$ cat src/rtl/ddr_half_pkg.sv
package ddr_half_pkg;

  typedef enum logic [1:0] {
    ERR_NONE    = 2'd0,
    ERR_NO_DIMM = 2'd1,
    ERR_SYND    = 2'd2
  } err_e;

  typedef enum logic [1:0] {
    POP_NONE = 2'd0,
    POP_ONE  = 2'd1,
    POP_TWO  = 2'd2
  } pop_e;

  typedef enum logic {
    MODE_WORD   = 1'b0,
    MODE_SYMBOL = 1'b1
  } ecc_mode_e;

  typedef struct packed {
    logic [1:0] mask;
    err_e       err;
  } result_t;

  localparam logic [1:0] MASK_LO   = 2'b01;
  localparam logic [1:0] MASK_HI   = 2'b10;
  localparam logic [1:0] MASK_BOTH = 2'b11;

endpackage

$ cat src/rtl/ddr_half_pop.sv
module ddr_half_pop
  import ddr_half_pkg::*;
#(
  parameter int NSLOT = 2
) (
  input  logic [NSLOT-1:0] present,
  output pop_e             pop
);
  localparam int CNT_W = $clog2(NSLOT + 1);

  logic [CNT_W-1:0] cnt;

  always_comb begin
    cnt = '0;
    for (int i = 0; i < NSLOT; i++) begin
      cnt = cnt + CNT_W'(present[i]);
    end
  end

  always_comb begin
    if (cnt == CNT_W'(0))      pop = POP_NONE;
    else if (cnt == CNT_W'(1)) pop = POP_ONE;
    else                       pop = POP_TWO;
  end
endmodule

$ cat src/rtl/ddr_half_sym.sv
module ddr_half_sym #(
  parameter int HIBIT_W      = 7,
  parameter int DATA_HI_MAX  = 63,
  parameter int CHECK_HI_MAX = 7
) (
  input  logic               is_check,
  input  logic [HIBIT_W-1:0] hibit,
  output logic               lower
);
  localparam logic [HIBIT_W-1:0] DATA_LIM  = HIBIT_W'(DATA_HI_MAX);
  localparam logic [HIBIT_W-1:0] CHECK_LIM = HIBIT_W'(CHECK_HI_MAX);

  logic data_low, check_low;

  assign data_low  = (hibit <= DATA_LIM);
  assign check_low = (hibit <= CHECK_LIM);
  assign lower     = is_check ? check_low : data_low;
endmodule

$ cat src/rtl/ddr_half_pick.sv
module ddr_half_pick
  import ddr_half_pkg::*;
(
  input  pop_e      pop,
  input  ecc_mode_e mode,
  input  logic      addr_b3,
  input  logic      correctable,
  input  logic      sym_bad,
  input  logic      sym_lower,
  output result_t   res
);
  always_comb begin
    res.mask = 2'b00;
    res.err  = ERR_NONE;
    case (pop)
      POP_NONE: res.err  = ERR_NO_DIMM;
      POP_ONE:  res.mask = MASK_LO;
      default: begin
        if (mode == MODE_WORD) begin
          res.mask = addr_b3 ? MASK_HI : MASK_LO;
        end else if (!correctable) begin
          res.mask = MASK_BOTH;
        end else if (sym_bad) begin
          res.err  = ERR_SYND;
        end else begin
          res.mask = sym_lower ? MASK_LO : MASK_HI;
        end
      end
    endcase
  end
endmodule

$ cat src/rtl/ddr_half_oreg.sv
module ddr_half_oreg
  import ddr_half_pkg::*;
(
  input  logic    clk,
  input  logic    rst_n,
  input  logic    in_valid,
  output logic    in_ready,
  input  result_t in_res,
  output logic    out_valid,
  input  logic    out_ready,
  output result_t out_res
);
  logic    vld_q;
  result_t res_q;

  assign in_ready = !vld_q || out_ready;

  always_ff @(posedge clk) begin
    if (!rst_n) begin
      vld_q      <= 1'b0;
      res_q.mask <= 2'b00;
      res_q.err  <= ERR_NONE;
    end else if (in_ready) begin
      vld_q <= in_valid;
      if (in_valid) res_q <= in_res;
    end
  end

  assign out_valid = vld_q;
  assign out_res   = res_q;
endmodule

$ cat src/rtl/ddr_half_resolver.sv
module ddr_half_resolver
  import ddr_half_pkg::*;
#(
  parameter int HIBIT_W      = 7,
  parameter int DATA_HI_MAX  = 63,
  parameter int CHECK_HI_MAX = 7
) (
  input  logic               clk,
  input  logic               rst_n,
  input  logic               in_valid,
  output logic               in_ready,
  input  logic [1:0]         in_present,
  input  logic               in_addr_b3,
  input  logic               in_mode,
  input  logic               in_correctable,
  input  logic               in_sym_bad,
  input  logic               in_sym_check,
  input  logic [HIBIT_W-1:0] in_sym_hibit,
  output logic               out_valid,
  input  logic               out_ready,
  output logic [1:0]         out_mask,
  output logic [1:0]         out_err
);
  localparam int NSLOT = 2;

  pop_e    pop;
  logic    sym_lower;
  result_t comb_res;
  result_t reg_res;

  ddr_half_pop #(.NSLOT(NSLOT)) u_pop (
    .present (in_present),
    .pop     (pop)
  );

  ddr_half_sym #(
    .HIBIT_W      (HIBIT_W),
    .DATA_HI_MAX  (DATA_HI_MAX),
    .CHECK_HI_MAX (CHECK_HI_MAX)
  ) u_sym (
    .is_check (in_sym_check),
    .hibit    (in_sym_hibit),
    .lower    (sym_lower)
  );

  ddr_half_pick u_pick (
    .pop         (pop),
    .mode        (ecc_mode_e'(in_mode)),
    .addr_b3     (in_addr_b3),
    .correctable (in_correctable),
    .sym_bad     (in_sym_bad),
    .sym_lower   (sym_lower),
    .res         (comb_res)
  );

  ddr_half_oreg u_oreg (
    .clk       (clk),
    .rst_n     (rst_n),
    .in_valid  (in_valid),
    .in_ready  (in_ready),
    .in_res    (comb_res),
    .out_valid (out_valid),
    .out_ready (out_ready),
    .out_res   (reg_res)
  );

  assign out_mask = reg_res.mask;
  assign out_err  = reg_res.err;
endmodule

$ cat config.mk
export PLATFORM = sky130hd
export DESIGN_NAME = ddr_half_resolver
export DESIGN_NICKNAME = d
export VERILOG_FILES = /design/src/rtl/ddr_half_pkg.sv /design/src/rtl/ddr_half_pop.sv /design/src/rtl/ddr_half_sym.sv /design/src/rtl/ddr_half_pick.sv /design/src/rtl/ddr_half_oreg.sv /design/src/rtl/ddr_half_resolver.sv
export SDC_FILE = /design/constraint.sdc
export NUM_CORES = 1
export LEC_CHECK = 0
export BUFFER_PORTS_ARGS = -buffer_cell sky130_fd_sc_hd__buf_4
export CAP_MARGIN = 20
export CORE_AREA = 3 3 40 42
export CTS_CLUSTER_SIZE = 10
export DETAILED_ROUTE_END_ITERATION = 8
export DIE_AREA = 0 0 43 45
export GPL_TIMING_DRIVEN = 0
export HOLD_SLACK_MARGIN = 0.05
export SYNTH_ARGS = -nofsm -noshare
export SYNTH_HDL_FRONTEND = slang
export SYNTH_SLANG_ARGS = --single-unit
$ cat constraint.sdc
create_clock -name clk -period 3.45 [get_ports clk]
set_input_delay 0.1725 -clock clk [delete_from_list [all_inputs] [get_ports clk]]
set_output_delay 0.1725 -clock clk [all_outputs]
set_load 0.005 [all_outputs]
==> impl_metrics.py, run 1 <==
metrics = {
    "yosys": {
        "synthAdderAreaFrac_pct": 8.30,
        "ys.flop_type": "dfxtp_1",
        "yosys_warnings": 0,
        "yosys-top-cells-count": "5 x dfxtp_1, 4 x a21oi_1, 4 x inv_1, 3 x nand3_1, 3 x o21ai_0",
        "postSynthAreaPerCell_um2": 7.73,
        "seq_area_frac_synth_pct": 33.2,
        "synth_cells": 39,
        "ys_seq_elements": 5,
        "synth-async-reset-ratio_pct": 0,
        "synth_top_family_by_area": "compound AO/OA/AOI/OAI gates",
        "synth_edf_count": 0,
        "synth_most_common_cell": "dfxtp_1",
        "synth-compound-area-share_pct": 26.6,
        "synth.distinct_cells": 19,
        "synth_area_um2": 302,
        "synthesis.nets": 59,
        "yosys.area.top_type_share_pct": 33.2,
        "yosysTopAreaCell": "dfxtp_1",
        "ys_top_cells_by_area": "dfxtp_1 33%, ha_1 8.3%, a21oi_1 6.6%",
        "synthSimpleGateAreaFrac_pct": 24.5,
        "yosys.area_share.xor_xnor_pct": 0,
        "synth_mux_area_share_pct": 0,
    },
    "power_and_ir_drop": {
        "p_int_w": 0.000126,
        "p_sw_share_pct": 24.7,
        "share_comb_of_total_power_pct": 21.6,
        "pwr-share-clk_pct": 41.0,
        "powerDensity_nw_per_um2": 337,
        "peakVddDrop_v": 0.000136,
        "power.leakage_nw": 0.236,
        "p_seq_share_pct": 37.4,
        "p_sw_w": 0.0000414,
    },
    "sta": {
        "finalCritPeriodShare_pct": 40.0,
        "fin_crit_ns": 1.38,
        "hold_viol": 0,
        "relSlewSlack_pct": 73.8,
        "fin_ws_ns": 2.07,
        "finalSetupViolCount": 0,
        "grt_setup_unrepaired": "false",
        "finClkSkew_ns": 0.00108,
        "finalSetupTns_ns": 0,
        "max_freq_ghz": 0.724,
        "worst_pin_slew_ns": 0.392,
        "finalMaxSlewViolations": 0,
    },
    "placement": {
        "place_congestion": 0.704,
        "dpl_cell_area_um2": 470,
        "hpwl_um": 647,
        "place_ws_ns": 2.23,
        "port_buffers": 20,
    },
    "floorplanning": {
        "rows": 13,
        "design.die.area_um2": 1940,
        "core-area_um2": 1280,
        "fp.dieW_um": 43,
        "start_util_pct": 23.5,
        "ioPinCount": 24,
        "die_h_um": 45,
    },
    "critical_path": {
        "critPathKind": "reg -> out",
        "reg2regPathDepth": 3,
        "slowest_delay_ns": 0.36,
        "crit_fanout": 6,
        "cp.arrival_ns": 1.21,
        "cp-start-kind": "flop",
        "cp_data_required_time_ns": 3.28,
        "slowest_stage": "nor2b_1",
        "reg2reg_slack_ns": 2.23,
        "cp-end-kind": "primary output",
        "rr_startpoint": "u_oreg.out_valid$_SDFFE_PN0N_",
        "r2r-end": "u_oreg.out_res[1]$_SDFFE_PN0P_",
        "cp_cell_sequence": "nor2b_1 > inv_2 > buf_4",
    },
    "global_route": {
        "grt_pass1_vias": 315,
        "grt_max_degree": 7,
        "grt_pass1_wl_um": 1210,
        "antenna_found_initial": 0,
        "globalRouteOverflowTotal": 0,
        "grt_usage_pct": 8.49,
    },
    "detailed_routing": {
        "route.detailed.drc": 0,
        "drt_iter0_drc": 1,
        "wl_um": 786,
        "avgViaCountPerCell": 4.51,
        "first_pass_iters": 4,
        "dr_total_vias": 352,
        "wl_per_cell_um": 10.1,
        "drt.antenna.violating_nets": 0,
    },
    "hold_path": {
        "min_from": "rst_n",
        "hold_depth": 2,
        "hp-class": "in -> reg",
        "min_to": "u_oreg.out_res[3]$_SDFFE_PN0P_",
    },
    "status": {
        "status": "finished, final reports clean",
    },
    "clock_network": {
        "post_cts_resize_count": 0,
        "cts_tree": "yes",
        "path_clk_slew_ns": 0.04,
        "clkSinkCount": 5,
        "htree_levels": 1,
        "ctsHoldBuffers": 0,
        "clockRootBuffer": "clkbuf_4",
        "cts_buffers": 3,
        "postCtsSetupBuffers": 0,
        "clockBufferDepth": 2,
        "clk_latency_ns": 0.24,
    },
    "finish": {
        "n_antenna_cell": 0,
        "drive_above_1_share_pct": 39.7,
        "final_area_um2": 497,
        "syn_to_final_growth_pct": 64.7,
        "fin_nets": 84,
    },
    "job": {
        "drv_cap": 0,
    },
}
[sequential cells by signal, indices dropped and copies added (netlist names)]
signal	flops
u_oreg.out_res	4
u_oreg.out_valid	1
[cell usage in the layout (no fill, tap or decap)]
master     count
nor4_1         1
or4_1          1
ha_1           2
nand2b_1       1
o21bai_1       1
nand2_1        2
nor2_1         2
a21oi_1        4
inv_2          2
o21ai_0        3
nor2b_1        2
nand3_1        3
clkbuf_4       3
inv_1          4
a311oi_1       1
buf_4         20
and2_1         1
nor3_1         1
dfxtp_1        5
o2111ai_1      2
o2111a_1       1
clkbuf_1       1
[critical path: cells and delay by family (launching register included)]
family,cells,cell delay [ns]
buffers and inverters,2,0.29
and+or+nand+nor,1,0.36
DFF,1,0.32
[routing by layer]
metal	track usage [%]	vias to the layer above	wire, um
li1	-	189	-
met3	4.38	0	90
met4	3.61	0	0
met2	13.2	14	341
met1	9.88	149	353
met5	0	-	0
[worst max path at each step]
| stage | cells past startpoint | from | to |
|---|---|---|---|
| finish | 3 | u_oreg.out_valid$_SDFFE_PN0N_ | in_ready |
| global route | 3 | u_oreg.out_valid$_SDFFE_PN0N_ | in_ready |
| CTS | 3 | u_oreg.out_valid$_SDFFE_PN0N_ | in_ready |
| detailed placement | 3 | u_oreg.out_valid$_SDFFE_PN0N_ | u_oreg.out_res[1]$_SDFFE_PN0P_ |
| global placement | 3 | u_oreg.out_valid$_SDFFE_PN0N_ | u_oreg.out_res[1]$_SDFFE_PN0P_ |
| floorplan | 3 | u_oreg.out_valid$_SDFFE_PN0N_ | u_oreg.out_res[1]$_SDFFE_PN0P_ |
[logic make-up (layout without fill, tap and decap cells)]
group	after synthesis	in the layout
fa+ha+maj	2	2
buf+inv	6	30
simple gates	14	14
compound gates	12	12
flops	5	5
[power by group through the flow]
stage | clock network [W] | logic (W) | registers [W]
floorplan | 0 | 0.0000136 | 0.0000640
detailed placement | 0 | 0.0000365 | 0.0000638
CTS | 0.0000735 | 0.0000366 | 0.0000627
finish | 0.0000687 | 0.0000361 | 0.0000627
global placement | 0 | 0.0000361 | 0.0000637
global route | 0.0000761 | 0.0000402 | 0.0000633
[metrics by stage]
step	std cells	hold slack (ns)	total power [W]	util, %
after detailed placement	74	0.445	0.000100	36.6
final	78	0.191	0.000168	38.7
after global placement	74	0.440	0.0000998	36.6
after global routing	78	0.198	0.000180	38.7
after floorplan	39	0.312	0.0000775	-
after CTS	78	0.186	0.000173	38.7
[layout make-up]
cell class | count | area [um^2]
Clock buffer | 4 | 26.3
Fill cell | 140 | 788
Inverter | 6 | 22.5
Multi-Input combinational cell | 28 | 179
Sequential cell | 5 | 100
Tap cell | 15 | 18.8
Timing Repair Buffer | 20 | 150
Note: power is estimated with default switching activity, not from simulation.
==> run 2, diff against run 1 <==
--- a/config.mk
+++ b/config.mk
@@ -5,6 +5,7 @@
 export SDC_FILE = /design/constraint.sdc
 export NUM_CORES = 1
 export LEC_CHECK = 0
+export ABC_AREA = 1
 export BUFFER_PORTS_ARGS = -buffer_cell sky130_fd_sc_hd__buf_4
 export CAP_MARGIN = 20
 export CORE_AREA = 3 3 40 42
==> constraint.sdc (replaced) <==
create_clock -name clk -period 1.38 [get_ports clk]
set_input_delay 0.069 -clock clk [delete_from_list [all_inputs] [get_ports clk]]
set_output_delay 0.069 -clock clk [all_outputs]
set_load 0.005 [all_outputs]
==> run 2 against run 1 <==
  * Core utilization increased by 0.68 points
  * Final area increased by 1.8%
  * Combinational power increased to 2.8 times the previous value
  * Critical path type is now reg -> reg
==> impl_metrics.py, run 2 <==
metrics = {
    "status": {
        "status": "finished, final reports clean",
    },
    "job": {
        "drv_cap": 0,
    },
    "floorplanning": {
        "fp.dieW_um": 43,
        "die_h_um": 45,
        "ioPinCount": 24,
        "start_util_pct": 24.1,
        "core-area_um2": 1280,
        "rows": 13,
        "design.die.area_um2": 1940,
    },
    "finish": {
        "fin_util_pct": 39.3,
        "n_antenna_cell": 0,
        "fin_nets": 92,
        "syn_to_final_growth_pct": 62.9,
        "drive_above_1_share_pct": 40.8,
        "nFillCells": 153,
        "layout_commonest_cell": "buf_4",
        "largest_reg_flops": 4,
        "mostFrequentLayoutCells": "20 x buf_4, 7 x inv_1, 7 x nand2_1",
    },
    "placement": {
        "hpwl_um": 636,
        "place_congestion": 0.738,
        "port_buffers": 20,
    },
    "sta": {
        "finClkSkew_ns": 0.00318,
        "finalSetupTns_ns": 0,
        "grt_setup_unrepaired": "false",
        "hold_slack_ns": 0.0980,
        "fin_crit_ns": 0.885,
        "finalCritPeriodShare_pct": 64.2,
        "max_freq_ghz": 1.13,
        "finalMaxSlewViolations": 0,
        "worst_pin_slew_ns": 0.137,
        "finalSetupViolCount": 0,
        "relSlewSlack_pct": 90.8,
        "hold_viol": 0,
    },
    "hold_path": {
        "hp-class": "in -> reg",
    },
    "detailed_routing": {
        "drt_iter0_drc": 2,
        "dr_total_vias": 360,
        "wl_per_cell_um": 8.48,
        "drt.antenna.violating_nets": 0,
        "avgViaCountPerCell": 4.19,
        "first_pass_iters": 2,
        "wl_um": 729,
        "route.detailed.drc": 0,
    },
    "global_route": {
        "grt_max_degree": 7,
        "globalRouteOverflowTotal": 0,
        "grt_pass1_vias": 339,
        "grt_pass1_wl_um": 1290,
        "grt_usage_pct": 9.50,
        "antenna_found_initial": 0,
    },
    "clock_network": {
        "htree_levels": 1,
        "path_clk_slew_ns": 0.04,
        "postCtsSetupBuffers": 0,
        "post_cts_resize_count": 0,
        "cts_buffers": 3,
        "clkSinkCount": 5,
        "clockRootBuffer": "clkbuf_4",
        "clk_latency_ns": 0.24,
        "ctsHoldBuffers": 0,
        "clockBufferDepth": 2,
        "cts_tree": "yes",
    },
    "yosys": {
        "ys.flop_type": "dfxtp_1",
        "synthesis.nets": 67,
        "yosysTopAreaCell": "dfxtp_1",
        "synth_cells": 47,
        "ys_seq_elements": 5,
        "synth-async-reset-ratio_pct": 0,
        "synth-compound-area-share_pct": 16.9,
        "synthSimpleGateAreaFrac_pct": 30.6,
        "seq_area_frac_synth_pct": 32.3,
        "yosys-top-cells-count": "7 x inv_1, 7 x nand2_1, 5 x a21oi_1, 5 x dfxtp_1, 5 x nor2_1",
        "synth_edf_count": 0,
        "postSynthAreaPerCell_um2": 6.60,
        "synthAdderAreaFrac_pct": 8.06,
        "synth.distinct_cells": 15,
        "yosys.area.top_type_share_pct": 32.3,
        "ys_top_cells_by_area": "dfxtp_1 32%, inv_1 8.5%, nand2_1 8.5%",
        "yosys_warnings": 0,
        "yosys.area_share.xor_xnor_pct": 0,
        "synth_mux_area_share_pct": 0,
        "synth_top_family_by_area": "simple AND/OR/NAND/NOR gates",
        "synth_area_um2": 310,
    },
    "critical_path": {
        "slowest_delay_ns": 0.36,
        "cp-end-kind": "flop",
        "critPathKind": "reg -> reg",
        "crit_fanout": 6,
        "cp_cell_sequence": "nand2_4 > nand2_2 > inv_2 > o21ai_1 > a21oi_1",
        "slowest_stage": "dfxtp_1",
        "cp.arrival_ns": 1.01,
        "cp-start-kind": "flop",
        "cp_data_required_time_ns": 1.50,
        "reg2reg_slack_ns": 0.49,
    },
    "power_and_ir_drop": {
        "powerDensity_nw_per_um2": 848,
        "power.leakage_nw": 0.278,
        "peakVddDrop_v": 0.000559,
        "total_power_w": 0.000429,
    },
}
## run 2: where the power goes
| group | switching (W) | total, W | internal, W |
|---|---|---|---|
| clock network | 0.0000564 | 0.000166 | 0.000109 |
| logic | 0.0000421 | 0.000100 | 0.0000580 |
| registers | 0.00000687 | 0.000163 | 0.000156 |
| total | 0.000105 | 0.000429 | 0.000323 |
## run 2: layer usage
metal | wire length (um) | up-vias | global-route usage (%)
met5 | 0 | - | 0
met4 | 7 | 0 | 5.42
met3 | 65 | 2 | 6.37
met2 | 344 | 11 | 15.6
met1 | 312 | 152 | 8.94
li1 | - | 195 | -
## run 2: worst paths after layout
path	from	to	cells past startpoint
max reg2reg	u_oreg.out_valid$_SDFFE_PN0N_	u_oreg.out_res[2]$_SDFFE_PN0P_	5
max	u_oreg.out_valid$_SDFFE_PN0N_	u_oreg.out_res[2]$_SDFFE_PN0P_	5
min	out_ready	u_oreg.out_valid$_SDFFE_PN0N_	4
min reg2reg	u_oreg.out_res[0]$_SDFFE_PN0P_	u_oreg.out_res[0]$_SDFFE_PN0P_	2
## run 2: cells by family after synthesis
logic type      count (synthesis)
compound gates                 10
fa+ha+maj                       2
buf+inv                        10
flops                           5
simple gates                   20
## run 2: cell type report
class | count | area, um^2 | area share [%]
multi-input cells | 32 | 173 | 34.2
repair buffers | 20 | 150 | 29.7
flip-flops and latches | 5 | 100 | 19.8
inverters | 10 | 37.5 | 7.43
clock buffers | 4 | 26.3 | 5.20
well taps | 15 | 18.8 | 3.71
## run 2: worst max-delay path: cells and delay by family (launching register included)
family | cells | cell delay [ns]
AND/OR/NAND/NOR | 2 | 0.16
flip-flops | 1 | 0.36
buffers and inverters | 1 | 0.07
AO/OA/AOI/OAI | 2 | 0.18
## run 2: metrics by stage
stage	instances	worst slack [ns]	area, um^2
after global routing	86	0.394	505
final	86	0.495	505
after CTS	86	0.484	505
after detailed placement	82	0.499	479
after floorplan	47	0.549	310
after global placement	82	0.516	479
